<file path="src/rtl/sdc_pkg.sv">
// Shared definitions for the SD command issue block: command word bit
// positions, register select codes and the sequencer state type.
package sdc_pkg;
    localparam int unsigned WORD_W      = 32;
    localparam int unsigned IDX_W       = 6;
    localparam int unsigned LEN_W       = 5;
    localparam int unsigned N_RSP_WORDS = 4;

    localparam int unsigned B_START     = 31;
    localparam int unsigned B_CLKCHG    = 21;
    localparam int unsigned B_AUTOSTOP  = 12;
    localparam int unsigned B_RSP_LONG  = 7;
    localparam int unsigned B_RSP_EN    = 6;

    localparam logic [IDX_W-1:0] STOP_INDEX = IDX_W'(12);
    localparam logic [LEN_W-1:0] SHORT_LEN  = LEN_W'(4);
    localparam logic [LEN_W-1:0] LONG_LEN   = LEN_W'(16);

    localparam logic [1:0] SEL_CMD   = 2'd0;
    localparam logic [1:0] SEL_ARG   = 2'd1;
    localparam logic [1:0] SEL_BYTES = 2'd2;

    typedef enum logic [1:0] {
        ST_IDLE = 2'd0,
        ST_MAIN = 2'd1,
        ST_STOP = 2'd2
    } sdc_state_t;
endpackage

</file>
<file path="src/rtl/sdc_xfer_counter.sv">
// Transfer byte counter. A load takes priority over a move; a move
// subtracts and saturates at zero. Assumes MV_W <= CNT_W.
module sdc_xfer_counter #(
    parameter int unsigned CNT_W = 32,
    parameter int unsigned MV_W  = 11
) (
    input  logic             clk,
    input  logic             rst_n,
    input  logic             load_en,
    input  logic [CNT_W-1:0] load_val,
    input  logic             move_en,
    input  logic [MV_W-1:0]  move_bytes,
    output logic [CNT_W-1:0] cnt_q,
    output logic [CNT_W-1:0] cnt_next,
    output logic             empty_pulse
);
    logic [CNT_W-1:0] move_ext;

    // Next counter value from load, saturating move, or hold.
    always_comb begin
        move_ext = CNT_W'(move_bytes);
        if (load_en)
            cnt_next = load_val;
        else if (move_en)
            cnt_next = (cnt_q > move_ext) ? (cnt_q - move_ext) : '0;
        else
            cnt_next = cnt_q;
    end

    // Counter register and the empty pulse after a move.
    always_ff @(posedge clk) begin
        if (!rst_n) begin
            cnt_q       <= '0;
            empty_pulse <= 1'b0;
        end else begin
            cnt_q       <= cnt_next;
            empty_pulse <= !load_en && move_en && (cnt_next == '0);
        end
    end

    AST_CNT_SATURATES: assert property (@(posedge clk) disable iff (!rst_n)
        (move_en && !load_en && (cnt_q <= move_ext)) |=> (cnt_q == '0));
    AST_LOAD_WINS: assert property (@(posedge clk) disable iff (!rst_n)
        load_en |=> !empty_pulse);
endmodule

</file>
<file path="src/rtl/sdc_resp_capture.sv">
// Response word store. On capture, a long response fills all words with
// the last four bytes landing in word 0; a short one fills word 0 from
// the first four bytes and clears the rest. Byte 0 sits in the top bits.
module sdc_resp_capture #(
    parameter int unsigned WORD_W  = 32,
    parameter int unsigned N_WORDS = 4
) (
    input  logic                           clk,
    input  logic                           rst_n,
    input  logic                           capture,
    input  logic                           long_sel,
    input  logic [N_WORDS*WORD_W-1:0]      rsp_data,
    output logic [N_WORDS-1:0][WORD_W-1:0] words_o
);
    localparam int unsigned DATA_W = N_WORDS * WORD_W;

    for (genvar w = 0; w < N_WORDS; w++) begin : g_word
        // Per-word store: long takes slice w, short fills word 0 only.
        always_ff @(posedge clk) begin
            if (!rst_n)
                words_o[w] <= '0;
            else if (capture) begin
                if (long_sel)
                    words_o[w] <= rsp_data[w*WORD_W +: WORD_W];
                else if (w == 0)
                    words_o[w] <= rsp_data[DATA_W-1 -: WORD_W];
                else
                    words_o[w] <= '0;
            end
        end
    end

    AST_SHORT_CLEARS_UPPER: assert property (@(posedge clk) disable iff (!rst_n)
        (capture && !long_sel) |=> (words_o[N_WORDS-1:1] == '0));
    AST_WORDS_HELD: assert property (@(posedge clk) disable iff (!rst_n)
        !capture |=> $stable(words_o));
endmodule

</file>
<file path="src/rtl/sdc_issue_fsm.sv">
// Command sequencer. Holds the command and argument words, runs the
// request handshake, judges the response length, and inserts a stop
// command when auto-stop is enabled and the counter is empty. Assumes
// the responder answers only while a request is raised.
module sdc_issue_fsm
    import sdc_pkg::*;
(
    input  logic              clk,
    input  logic              rst_n,
    input  logic              wr_en,
    input  logic [1:0]        wr_sel,
    input  logic [WORD_W-1:0] wr_data,
    input  logic              move_only,
    input  logic              cnt_zero,
    input  logic              rsp_valid,
    input  logic              rsp_err,
    input  logic [LEN_W-1:0]  rsp_len,
    output logic [WORD_W-1:0] cmd_q,
    output logic [WORD_W-1:0] arg_q,
    output logic              req_valid,
    output logic [IDX_W-1:0]  req_index,
    output logic [WORD_W-1:0] req_arg,
    output logic              cap_en,
    output logic              cap_long,
    output logic              cmd_done,
    output logic              no_rsp,
    output logic              auto_done
);
    sdc_state_t state;
    logic wr_cmd, wr_arg, start_wr, clk_start, finish, rsp_ok, stop_due;

    // Decode writes, the response verdict and the stop condition.
    always_comb begin
        wr_cmd    = wr_en && (wr_sel == SEL_CMD) && (state == ST_IDLE);
        wr_arg    = wr_en && (wr_sel == SEL_ARG) && (state == ST_IDLE);
        start_wr  = wr_cmd && wr_data[B_START];
        clk_start = start_wr && wr_data[B_CLKCHG];
        finish    = (state != ST_IDLE) && rsp_valid;
        rsp_ok    = !rsp_err && (!cmd_q[B_RSP_EN] ||
                    (cmd_q[B_RSP_LONG] ? (rsp_len == LONG_LEN)
                                       : (rsp_len == SHORT_LEN)));
        stop_due  = cmd_q[B_AUTOSTOP] && cnt_zero;
        cap_en    = finish && rsp_ok && cmd_q[B_RSP_EN];
        cap_long  = cmd_q[B_RSP_LONG];
        req_valid = (state != ST_IDLE);
        req_index = (state == ST_STOP) ? STOP_INDEX : cmd_q[IDX_W-1:0];
        req_arg   = (state == ST_STOP) ? '0 : arg_q;
    end

    // Sequencer state, stored words and outcome pulses.
    always_ff @(posedge clk) begin
        if (!rst_n) begin
            state     <= ST_IDLE;
            cmd_q     <= '0;
            arg_q     <= '0;
            cmd_done  <= 1'b0;
            no_rsp    <= 1'b0;
            auto_done <= 1'b0;
        end else begin
            cmd_done  <= (finish && rsp_ok) || clk_start;
            no_rsp    <= finish && !rsp_ok;
            auto_done <= finish && (state == ST_STOP);
            if (wr_arg)
                arg_q <= wr_data;
            unique case (state)
                ST_IDLE: begin
                    if (wr_cmd) begin
                        cmd_q <= wr_data;
                        if (clk_start) begin
                            if (wr_data[B_AUTOSTOP] && cnt_zero)
                                state <= ST_STOP;
                            else
                                cmd_q[B_START] <= 1'b0;
                        end else if (start_wr) begin
                            state <= ST_MAIN;
                        end
                    end else if (move_only && stop_due) begin
                        cmd_q[B_START] <= 1'b1;
                        state          <= ST_STOP;
                    end
                end
                ST_MAIN: begin
                    if (rsp_valid) begin
                        if (stop_due)
                            state <= ST_STOP;
                        else begin
                            state          <= ST_IDLE;
                            cmd_q[B_START] <= 1'b0;
                        end
                    end
                end
                ST_STOP: begin
                    if (rsp_valid) begin
                        state          <= ST_IDLE;
                        cmd_q[B_START] <= 1'b0;
                    end
                end
                default: state <= ST_IDLE;
            endcase
        end
    end

    AST_REQ_HELD: assert property (@(posedge clk) disable iff (!rst_n)
        (req_valid && !rsp_valid) |=>
        (req_valid && $stable(req_index) && $stable(req_arg)));
    AST_BUSY_SHOWN: assert property (@(posedge clk) disable iff (!rst_n)
        req_valid |-> cmd_q[B_START]);
    AST_CLKCHG_NO_REQ: assert property (@(posedge clk) disable iff (!rst_n)
        (wr_en && (wr_sel == SEL_CMD) && (state == ST_IDLE) &&
         wr_data[B_START] && wr_data[B_CLKCHG]) |=>
        (cmd_done && (state != ST_MAIN)));
    AST_ONE_OUTCOME: assert property (@(posedge clk) disable iff (!rst_n)
        !(cmd_done && no_rsp));
    AST_STOP_HAS_OUTCOME: assert property (@(posedge clk) disable iff (!rst_n)
        auto_done |-> (cmd_done || no_rsp));
    AST_CMD_IGNORED_BUSY: assert property (@(posedge clk) disable iff (!rst_n)
        ((state == ST_MAIN) && !rsp_valid && wr_en && (wr_sel == SEL_CMD))
        |=> $stable(cmd_q));
    AST_ARG_IGNORED_BUSY: assert property (@(posedge clk) disable iff (!rst_n)
        ((state != ST_IDLE) && wr_en && (wr_sel == SEL_ARG))
        |=> $stable(arg_q));
endmodule

</file>
<file path="src/rtl/sd_cmd_issue.sv">
// SD command issue with auto-stop: top level. Ties the sequencer, the
// transfer counter and the response store together. Assumes CNT_W is
// at most 32 and MV_W at most CNT_W.
module sd_cmd_issue
    import sdc_pkg::*;
#(
    parameter int unsigned CNT_W = 32,
    parameter int unsigned MV_W  = 11
) (
    input  logic                          clk,
    input  logic                          rst_n,
    input  logic                          reg_wr_en,
    input  logic [1:0]                    reg_wr_sel,
    input  logic [WORD_W-1:0]             reg_wr_data,
    input  logic                          mv_valid_i,
    input  logic [MV_W-1:0]               mv_bytes_i,
    output logic [WORD_W-1:0]             cmd_reg_o,
    output logic [WORD_W-1:0]             arg_reg_o,
    output logic [WORD_W-1:0]             resp_w0_o,
    output logic [WORD_W-1:0]             resp_w1_o,
    output logic [WORD_W-1:0]             resp_w2_o,
    output logic [WORD_W-1:0]             resp_w3_o,
    output logic [CNT_W-1:0]              xfer_cnt_o,
    output logic                          req_valid_o,
    output logic [IDX_W-1:0]              req_index_o,
    output logic [WORD_W-1:0]             req_arg_o,
    input  logic                          rsp_valid_i,
    input  logic                          rsp_err_i,
    input  logic [LEN_W-1:0]              rsp_len_i,
    input  logic [N_RSP_WORDS*WORD_W-1:0] rsp_data_i,
    output logic                          cmd_done_o,
    output logic                          no_rsp_o,
    output logic                          data_done_o,
    output logic                          auto_done_o
);
    logic                                bytes_wr;
    logic [CNT_W-1:0]                    cnt_next;
    logic                                cap_en, cap_long;
    logic [N_RSP_WORDS-1:0][WORD_W-1:0]  words;

    // Byte-count write strobe, shared by counter and sequencer.
    always_comb bytes_wr = reg_wr_en && (reg_wr_sel == SEL_BYTES);

    sdc_xfer_counter #(.CNT_W(CNT_W), .MV_W(MV_W)) u_cnt (
        .clk        (clk),
        .rst_n      (rst_n),
        .load_en    (bytes_wr),
        .load_val   (reg_wr_data[CNT_W-1:0]),
        .move_en    (mv_valid_i),
        .move_bytes (mv_bytes_i),
        .cnt_q      (xfer_cnt_o),
        .cnt_next   (cnt_next),
        .empty_pulse(data_done_o)
    );

    sdc_issue_fsm u_fsm (
        .clk       (clk),
        .rst_n     (rst_n),
        .wr_en     (reg_wr_en),
        .wr_sel    (reg_wr_sel),
        .wr_data   (reg_wr_data),
        .move_only (mv_valid_i && !bytes_wr),
        .cnt_zero  (cnt_next == '0),
        .rsp_valid (rsp_valid_i),
        .rsp_err   (rsp_err_i),
        .rsp_len   (rsp_len_i),
        .cmd_q     (cmd_reg_o),
        .arg_q     (arg_reg_o),
        .req_valid (req_valid_o),
        .req_index (req_index_o),
        .req_arg   (req_arg_o),
        .cap_en    (cap_en),
        .cap_long  (cap_long),
        .cmd_done  (cmd_done_o),
        .no_rsp    (no_rsp_o),
        .auto_done (auto_done_o)
    );

    sdc_resp_capture #(.WORD_W(WORD_W), .N_WORDS(N_RSP_WORDS)) u_cap (
        .clk      (clk),
        .rst_n    (rst_n),
        .capture  (cap_en),
        .long_sel (cap_long),
        .rsp_data (rsp_data_i),
        .words_o  (words)
    );

    // Unpack the response words onto their ports.
    always_comb begin
        resp_w0_o = words[0];
        resp_w1_o = words[1];
        resp_w2_o = words[2];
        resp_w3_o = words[3];
    end
endmodule

</file>
<file path="config.mk">
export PLATFORM = sky130hd
export DESIGN_NAME = sd_cmd_issue
export DESIGN_NICKNAME = d
export VERILOG_FILES = /design/src/rtl/sdc_pkg.sv /design/src/rtl/sdc_xfer_counter.sv /design/src/rtl/sdc_resp_capture.sv /design/src/rtl/sdc_issue_fsm.sv /design/src/rtl/sd_cmd_issue.sv
export SDC_FILE = /design/constraint.sdc
export NUM_CORES = 1
export LEC_CHECK = 0
export CORE_AREA = 8 8 169 171
export CTS_BUF_LIST = sky130_fd_sc_hd__clkbuf_8
export CTS_CLUSTER_DIAMETER = 200
export DETAILED_ROUTE_END_ITERATION = 10
export DIE_AREA = 0 0 177 179
export DONT_BUFFER_PORTS = 1
export SYNTH_ARGS = -nofsm -noshare
export SYNTH_HDL_FRONTEND = slang
export SYNTH_SLANG_ARGS = --single-unit
export TNS_END_PERCENT = 100
</file>
<file path="constraint.sdc">
create_clock -name clk -period 8.15 [get_ports clk]
set_input_delay 0.815 -clock clk [delete_from_list [all_inputs] [get_ports clk]]
set_output_delay 0.815 -clock clk [all_outputs]
set_load 0.01 [all_outputs]
</file>
# [Word-level counts from Yosys, hierarchy flattened]
# Index checks and enable logic that the tools add are counted.
[word_totals] regBits=230 in_bits=184 out_inout_bits=267 word_cells=86
[classes] n_addsub=1 order_cmp=1 n_eq_ne=12 muxes=27 reduce_logical=32
[op_table] operator="32-bit 2-to-1 mux" n=8
[op_table] operator="32-bit by 11-bit > comparator with 1-bit output" n=1
[op_table] operator="32-bit zero test" n=1
[op_table] operator="32-bit by 11-bit subtractor with 32-bit output" n=1
[op_table] operator="1-bit logical AND" n=18
[op_table] operator="2-bit 2-to-1 mux" n=8
[op_table] operator="5-bit AND reduction" n=2
[op_table] operator="1-bit 2-to-1 mux" n=8
[op_table] operator="4-bit != test, second input constant" n=2
[op_table] operator="6-bit 2-to-1 mux" n=1
[op_table] operator="2-bit != test, second input constant" n=3
[op_table] operator="2-bit case mux with 3 select lines" n=1
[op_table] operator="5-bit by 3-bit equality test with 1-bit output, second input constant" n=1
[op_table] operator="5-bit equality test, second input constant" n=1
[op_table] operator="2-bit by 1-bit equality test with 1-bit output, second input constant" n=2
[op_table] operator="2-bit equality test, second input constant" n=2
[op_table] operator="1-bit zero test" n=4
[op_table] operator="2-bit zero test" n=2
[op_table] operator="3-bit by 2-bit != test with 1-bit output, second input constant" n=1
[op_table] operator="1-bit case mux with 3 select lines" n=1
[op_table] operator="3-bit nonzero test" n=1
[op_table] operator="1-bit logical OR" n=2
[op_table] operator="2-bit AND reduction" n=1
[op_table] operator="2-bit nonzero test" n=1

# [Longest topological paths before layout]
[logic_depth] ltp_word=10 depth_mapped=13 depth_no_buf=13

# [Modules after synthesis]
# A second synthesis with hierarchy kept.
[hier_totals] hier_cells=1333 hier_area_um2=11255.8
[modules_own_cells] module="sdc_resp_capture" instances=1 cells_per_inst=568 area_each_um2=5300.1
[modules_own_cells] module="sdc_issue_fsm" instances=1 cells_per_inst=368 area_each_um2=3016.6
[modules_own_cells] module="sdc_xfer_counter" instances=1 cells_per_inst=383 area_each_um2=2852.7
[modules_own_cells] module="sd_cmd_issue" instances=1 cells_per_inst=14 area_each_um2=86.3

# [Least setup slack after synthesis]
# OpenSTA, ideal clock, no wires.
[synth_path] path_kind="input-to-reg" start="in mv_bytes_i[0]" end="reg u_fsm.cmd_q[31]" setup_time_ps=72 arrival_ps=3925 required_time_ps=8078 setup_slack_ps=4153 stages=12 path_buffers=0 path_cell_list="ha_1 fa_1 and2b_4 o2111ai_4 a2111o_1 nand3_2 xor2_1 nand4_1 or4_4 a211o_1 o221ai_2 mux2i_1"
[synth_via] elab_chain_len=10
[synth_rtl] element="from (decl)" line="sd_cmd_issue.sv:16" rtl="input logic [MV_W-1:0] mv_bytes_i,"
[synth_rtl] element="32-bit by 11-bit subtractor with 32-bit output or 32-bit by 11-bit > comparator with 1-bit output (tied branches)" line="sdc_xfer_counter.sv:25" rtl="cnt_next = (cnt_q > move_ext) ? (cnt_q - move_ext) : '0;"
[synth_rtl] element="32-bit 2-to-1 mux (*)" line="sdc_xfer_counter.sv:25"
[synth_rtl] element="32-bit 2-to-1 mux (*)" line="sdc_xfer_counter.sv:24" rtl="else if (move_en)"
[synth_rtl] element="32-bit 2-to-1 mux (*)" line="sdc_xfer_counter.sv:22" rtl="if (load_en)"
[synth_rtl] element="32-bit zero test (*)" line="sd_cmd_issue.sv:63" rtl=".cnt_zero (cnt_next == '0),"
[synth_rtl] element="1-bit logical AND" line="sdc_issue_fsm.sv:70" rtl="if (wr_data[B_AUTOSTOP] && cnt_zero)"
[synth_rtl] element="1-bit 2-to-1 mux" line="sdc_issue_fsm.sv:70"
[synth_rtl] element="1-bit 2-to-1 mux" line="sdc_issue_fsm.sv:69" rtl="if (clk_start) begin"
[synth_rtl] element="1-bit 2-to-1 mux" line="sdc_issue_fsm.sv:67" rtl="if (wr_cmd) begin"
[synth_rtl] element="1-bit case mux with 3 select lines" line="sdc_issue_fsm.sv:65" rtl="unique case (state)"
[synth_rtl] element="to (signal assigned)" line="sdc_issue_fsm.sv:68" rtl="cmd_q <= wr_data;"
[synth_rtl] element="to (decl)" line="sdc_issue_fsm.sv:18" rtl="output logic [WORD_W-1:0] cmd_q,"
# Every way passes the cells marked *; elsewhere a longest branch is shown, timed or not.
# A chain may end at the register's enable or synchronous reset.

# [Worst setup path in the final report]
[layout_path] start="reg u_cnt.cnt_q[0]" end="reg u_fsm.state[0]"
[layout_via] elab_chain_len=9
[layout_rtl] element="from (decl)" line="sdc_xfer_counter.sv:13" rtl="output logic [CNT_W-1:0] cnt_q,"
[layout_rtl] element="from (signal assigned)" line="sdc_xfer_counter.sv:36" rtl="cnt_q <= cnt_next;"
[layout_rtl] element="32-bit by 11-bit subtractor with 32-bit output or 32-bit by 11-bit > comparator with 1-bit output (tied branches)" line="sdc_xfer_counter.sv:25"
[layout_rtl] element="32-bit 2-to-1 mux" line="sdc_xfer_counter.sv:25"
[layout_rtl] element="32-bit 2-to-1 mux (*)" line="sdc_xfer_counter.sv:24"
[layout_rtl] element="32-bit 2-to-1 mux (*)" line="sdc_xfer_counter.sv:22"
[layout_rtl] element="32-bit zero test (*)" line="sd_cmd_issue.sv:63"
[layout_rtl] element="1-bit logical AND" line="sdc_issue_fsm.sv:42" rtl="stop_due = cmd_q[B_AUTOSTOP] && cnt_zero;"
[layout_rtl] element="1-bit logical AND" line="sdc_issue_fsm.sv:77" rtl="end else if (move_only && stop_due) begin"
[layout_rtl] element="3-bit by 2-bit != test with 1-bit output (no line)"
[layout_rtl] element="5-bit AND reduction (no line) (*)"
[layout_rtl] element="to (signal assigned)" line="sdc_issue_fsm.sv:75" rtl="state <= ST_MAIN;"
[layout_rtl] element="to (signal assigned)" line="sdc_issue_fsm.sv:79" rtl="state <= ST_STOP;"
[layout_rtl] element="to (signal assigned)" line="sdc_issue_fsm.sv:85" rtl="state <= ST_STOP;"
[layout_rtl] element="to (decl)" line="sdc_issue_fsm.sv:29" rtl="sdc_state_t state;"
# Marks and branches as above.

==> metrics.yaml <==
outcome:
  status: "completed"
sta:
  slew_headroom_pct: 29.28
  timing.hold.ws_ps: 417.2
  finalSetupViolCount: 0
  worst_pin_slew_ps: 1061
  drv_slew: 0
  fin_skew_ps: 26.10
  fin_crit_sh_pct: 49.89
  rsz0062_at_grt: "false"
  hold_viol_final: 0
  fmax_ghz: 0.2459
  fin_crit_ps: 4066
  tns_ps: 0
drt:
  drt_iter0_drc: 704
  drt_pass1_iterations: 5
  drc: 0
  via_per_inst: 5.811
  totalWireLength_mm: 40.47
  postRouteAntennaNets: 0
  num_vias: 9536
  wl_per_cell_um: 24.66
logic_synthesis:
  ys_ff_latch: 230
  synth_nets: 1529
  yosysUniqueCellTypes: 76
  yosysWarnings: 0
  yosysSeqAreaShare_pct: 41.67
  synth_top_area_share_pct: 41.67
  synth-edff-count: 0
  yosysTopAreaCell: "dfxtp_1"
  synthTopCellsByArea: "dfxtp_1 42%, a21boi_0 12%, nand2_1 10%, nand3_1 5.1%, mux2i_1 3.1%"
  ys.flop_type: "dfxtp_1"
  async_reset_ff_share_pct: 0
  synth_area_per_cell_sq_um: 8.315
  syn_inst: 1329
  synth_area_sq_mm: 0.01105
worst_setup_path:
  crit_type: "register to register"
  cp-end-kind: "register"
  critPathRequiredTime_ps: 8620
  reg2reg_from: "u_cnt.cnt_q[0]"
  path_max_fanout: 11
  arrival_ps: 4530
  cp_top_family: "compound AO/OA/AOI/OAI gates"
  worstSetupStartpoint: "u_cnt.cnt_q[0]"
  crit_path_start_kind: "register"
  cp_slowest_cell: "a21oi_1"
  path_cells: "inv_1, ha_1, fa_1, and2b_4, o2111ai_4, a21oi_2, o21ai_0, a21oi_1, o21ai_0, o211ai_1, a211oi_1, o21ai_1, mux2i_1"
  critPathMaxStageDelay_ps: 770
  cp_num_buf_inv: 1
  cpMostUsedCell: "o21ai_0"
power:
  pwr-share-seq_pct: 43.3
  clkPwrFrac_pct: 37.2
  vdd.ir_drop.worst_mv: 0.1182
  intPower_uw: 2038
  leakage_uw: 0.004544
  power_density_mw_per_mm2: 249.6
  power_switching_uw: 947.6
  p_sw_share_pct: 31.74
  pwr-share-comb_pct: 19.6
place:
  place_hpwl_mm: 29.11
  numPlacedInstances: 1568
  place.gp.congestion: 0.9160
  portBuffers: 0
layout:
  final_core_util_pct: 46.42
  fillers: 2555
  final_common_cell: "nand2_1"
  nets: 1476
  layout_common_cells: "298 x nand2_1, 229 x dfxtp_1, 170 x a21boi_0, 112 x nand3_1, 54 x clkbuf_8"
  antenna_cells: 0
  multiInputGateArea_sq_mm: 0.005939
  finalNonFillerCells: 1641
  syn_to_final_growth_pct: 8.231
  final-seq-area_sq_mm: 0.004608
  drive_gt1_share_pct: 7.504
global_route:
  grtUsageTotal_pct: 23.83
  overflow: 0
  antenna_found_initial: 1
  grt_pass1_vias: 9414
  grt_max_degree: 234
  grt_pass1_wl_mm: 58.46
clock_network:
  clk_pin_slew_worst_paths_ps: 60
  insertion_delay_ps: 540
  clock-sinks: 230
  postCtsSetupRepairBufs: 0
  htreeDepth: 2
  cts_made_buffers: 41
  cts_buffer_depth: 3
  hold_buffers: 0
  cts_resized: 0
  tritoncts: "built"
  root_buffer: "clkbuf_8"
floorplan:
  num_io_pins: 451
  die_height_um: 179
  initial_core_util_pct: 42.89
  die_area_sq_mm: 0.03168
  core_area_sq_mm: 0.02576
  rows: 59
  die_w_um: 177
hold_path:
  hp-class: "input port to register"
  worstHoldStart: "reg_wr_data[20]"
job:
  drv_cap: 0
worst reg2reg max path, cell delays in order (launching register included):
cell and delay, ps:
dfxtp_1 400, inv_1 90, ha_1 210, fa_1 400, and2b_4 280, o2111ai_4 170, a21oi_2 370, o21ai_0 220
a21oi_1 770, o21ai_0 200, o211ai_1 290, a211oi_1 150, o21ai_1 260, mux2i_1 190
Yosys cell counts (4+ instances only):
cell / n
a21boi_0: 170
o211ai_1: 4
nor2_1: 25
dfxtp_1: 230
a21oi_1: 22
a211oi_1: 4
ha_1: 15
nor2b_1: 50
o21ai_1: 4
nor3b_1: 12
a22oi_1: 5
and3_1: 6
xnor2_1: 8
mux2i_1: 34
nand3_1: 113
nand4_1: 9
nor3_1: 14
clkbuf_1: 90
a221oi_1: 4
nand3b_1: 5
o21ai_0: 25
nor4_1: 14
inv_1: 23
xor2_1: 16
nand2_1: 299
and2_1: 19
o211a_1: 32
path summary, 6_finish.rpt:
kind	to	slack (ps)	cells past startpoint
setup / recovery	u_fsm.state[0]	4080	13
hold / removal	u_fsm.arg_q[20]	420	2
setup reg to reg	u_fsm.state[0]	4080	13
hold reg to reg	u_cap.words_o[54]	510	2
area by class of cell:
cell class                      count  share of cell area, %
Inverter                           23                 0.7218
Timing Repair Buffer                6                 0.3766
Clock buffer                       54                  6.214
Clock inverter                     19                 0.9938
Tap cell                          335                  3.505
Multi-Input combinational cell    974                  49.66
Sequential cell                   230                  38.53
power groups by stage:
stage	Clock (uW)	Sequential, uW	Combinational [uW]
after floorplan	0	1270	476
final	1110	1290	584
after detailed placement	0	1320	571
after global placement	0	1320	578
after CTS	1140	1290	577
after global routing	1190	1300	638
per-stage QoR:
stage,total power [uW],setup slack [ps],cell area (sq um)
after global placement,1895,3952,11100
final,2985,4084,11960
after detailed placement,1888,3808,11100
after CTS,3008,4127,11960
after floorplan,1745,4153,11050
after global routing,3125,3713,11960
cells by family after synthesis:
| group | Yosys count | share of synthesized area (%) |
|---|---|---|
| simple gates | 599 | 25.95 |
| compound gates | 301 | 20.74 |
| flops | 230 | 41.67 |
| buf+inv | 125 | 4.778 |
| mux | 34 | 3.080 |
| xor+xnor | 24 | 1.902 |
| fa+ha+maj | 16 | 1.880 |
metal layers:
layer  GRT usage, %  up-vias  share of wire, %
met5              0        -             0.032
met1          27.46     4543                39
li1               -     4484                 -
met2          40.01      438                48
met3          8.698       69                10
met4          8.616        2               3.0
sequential cells by signal (all words and copies together), names as in the netlist:
name and count:
u_fsm.no_rsp 1, u_fsm.cmd_done 1, u_cnt.cnt_q 32, u_cap.words_o 128, u_fsm.cmd_q 32, u_fsm.arg_q 32
u_cnt.empty_pulse 1, u_fsm.auto_done 1, u_fsm.state 2
(Power assumes the default switching activity.)
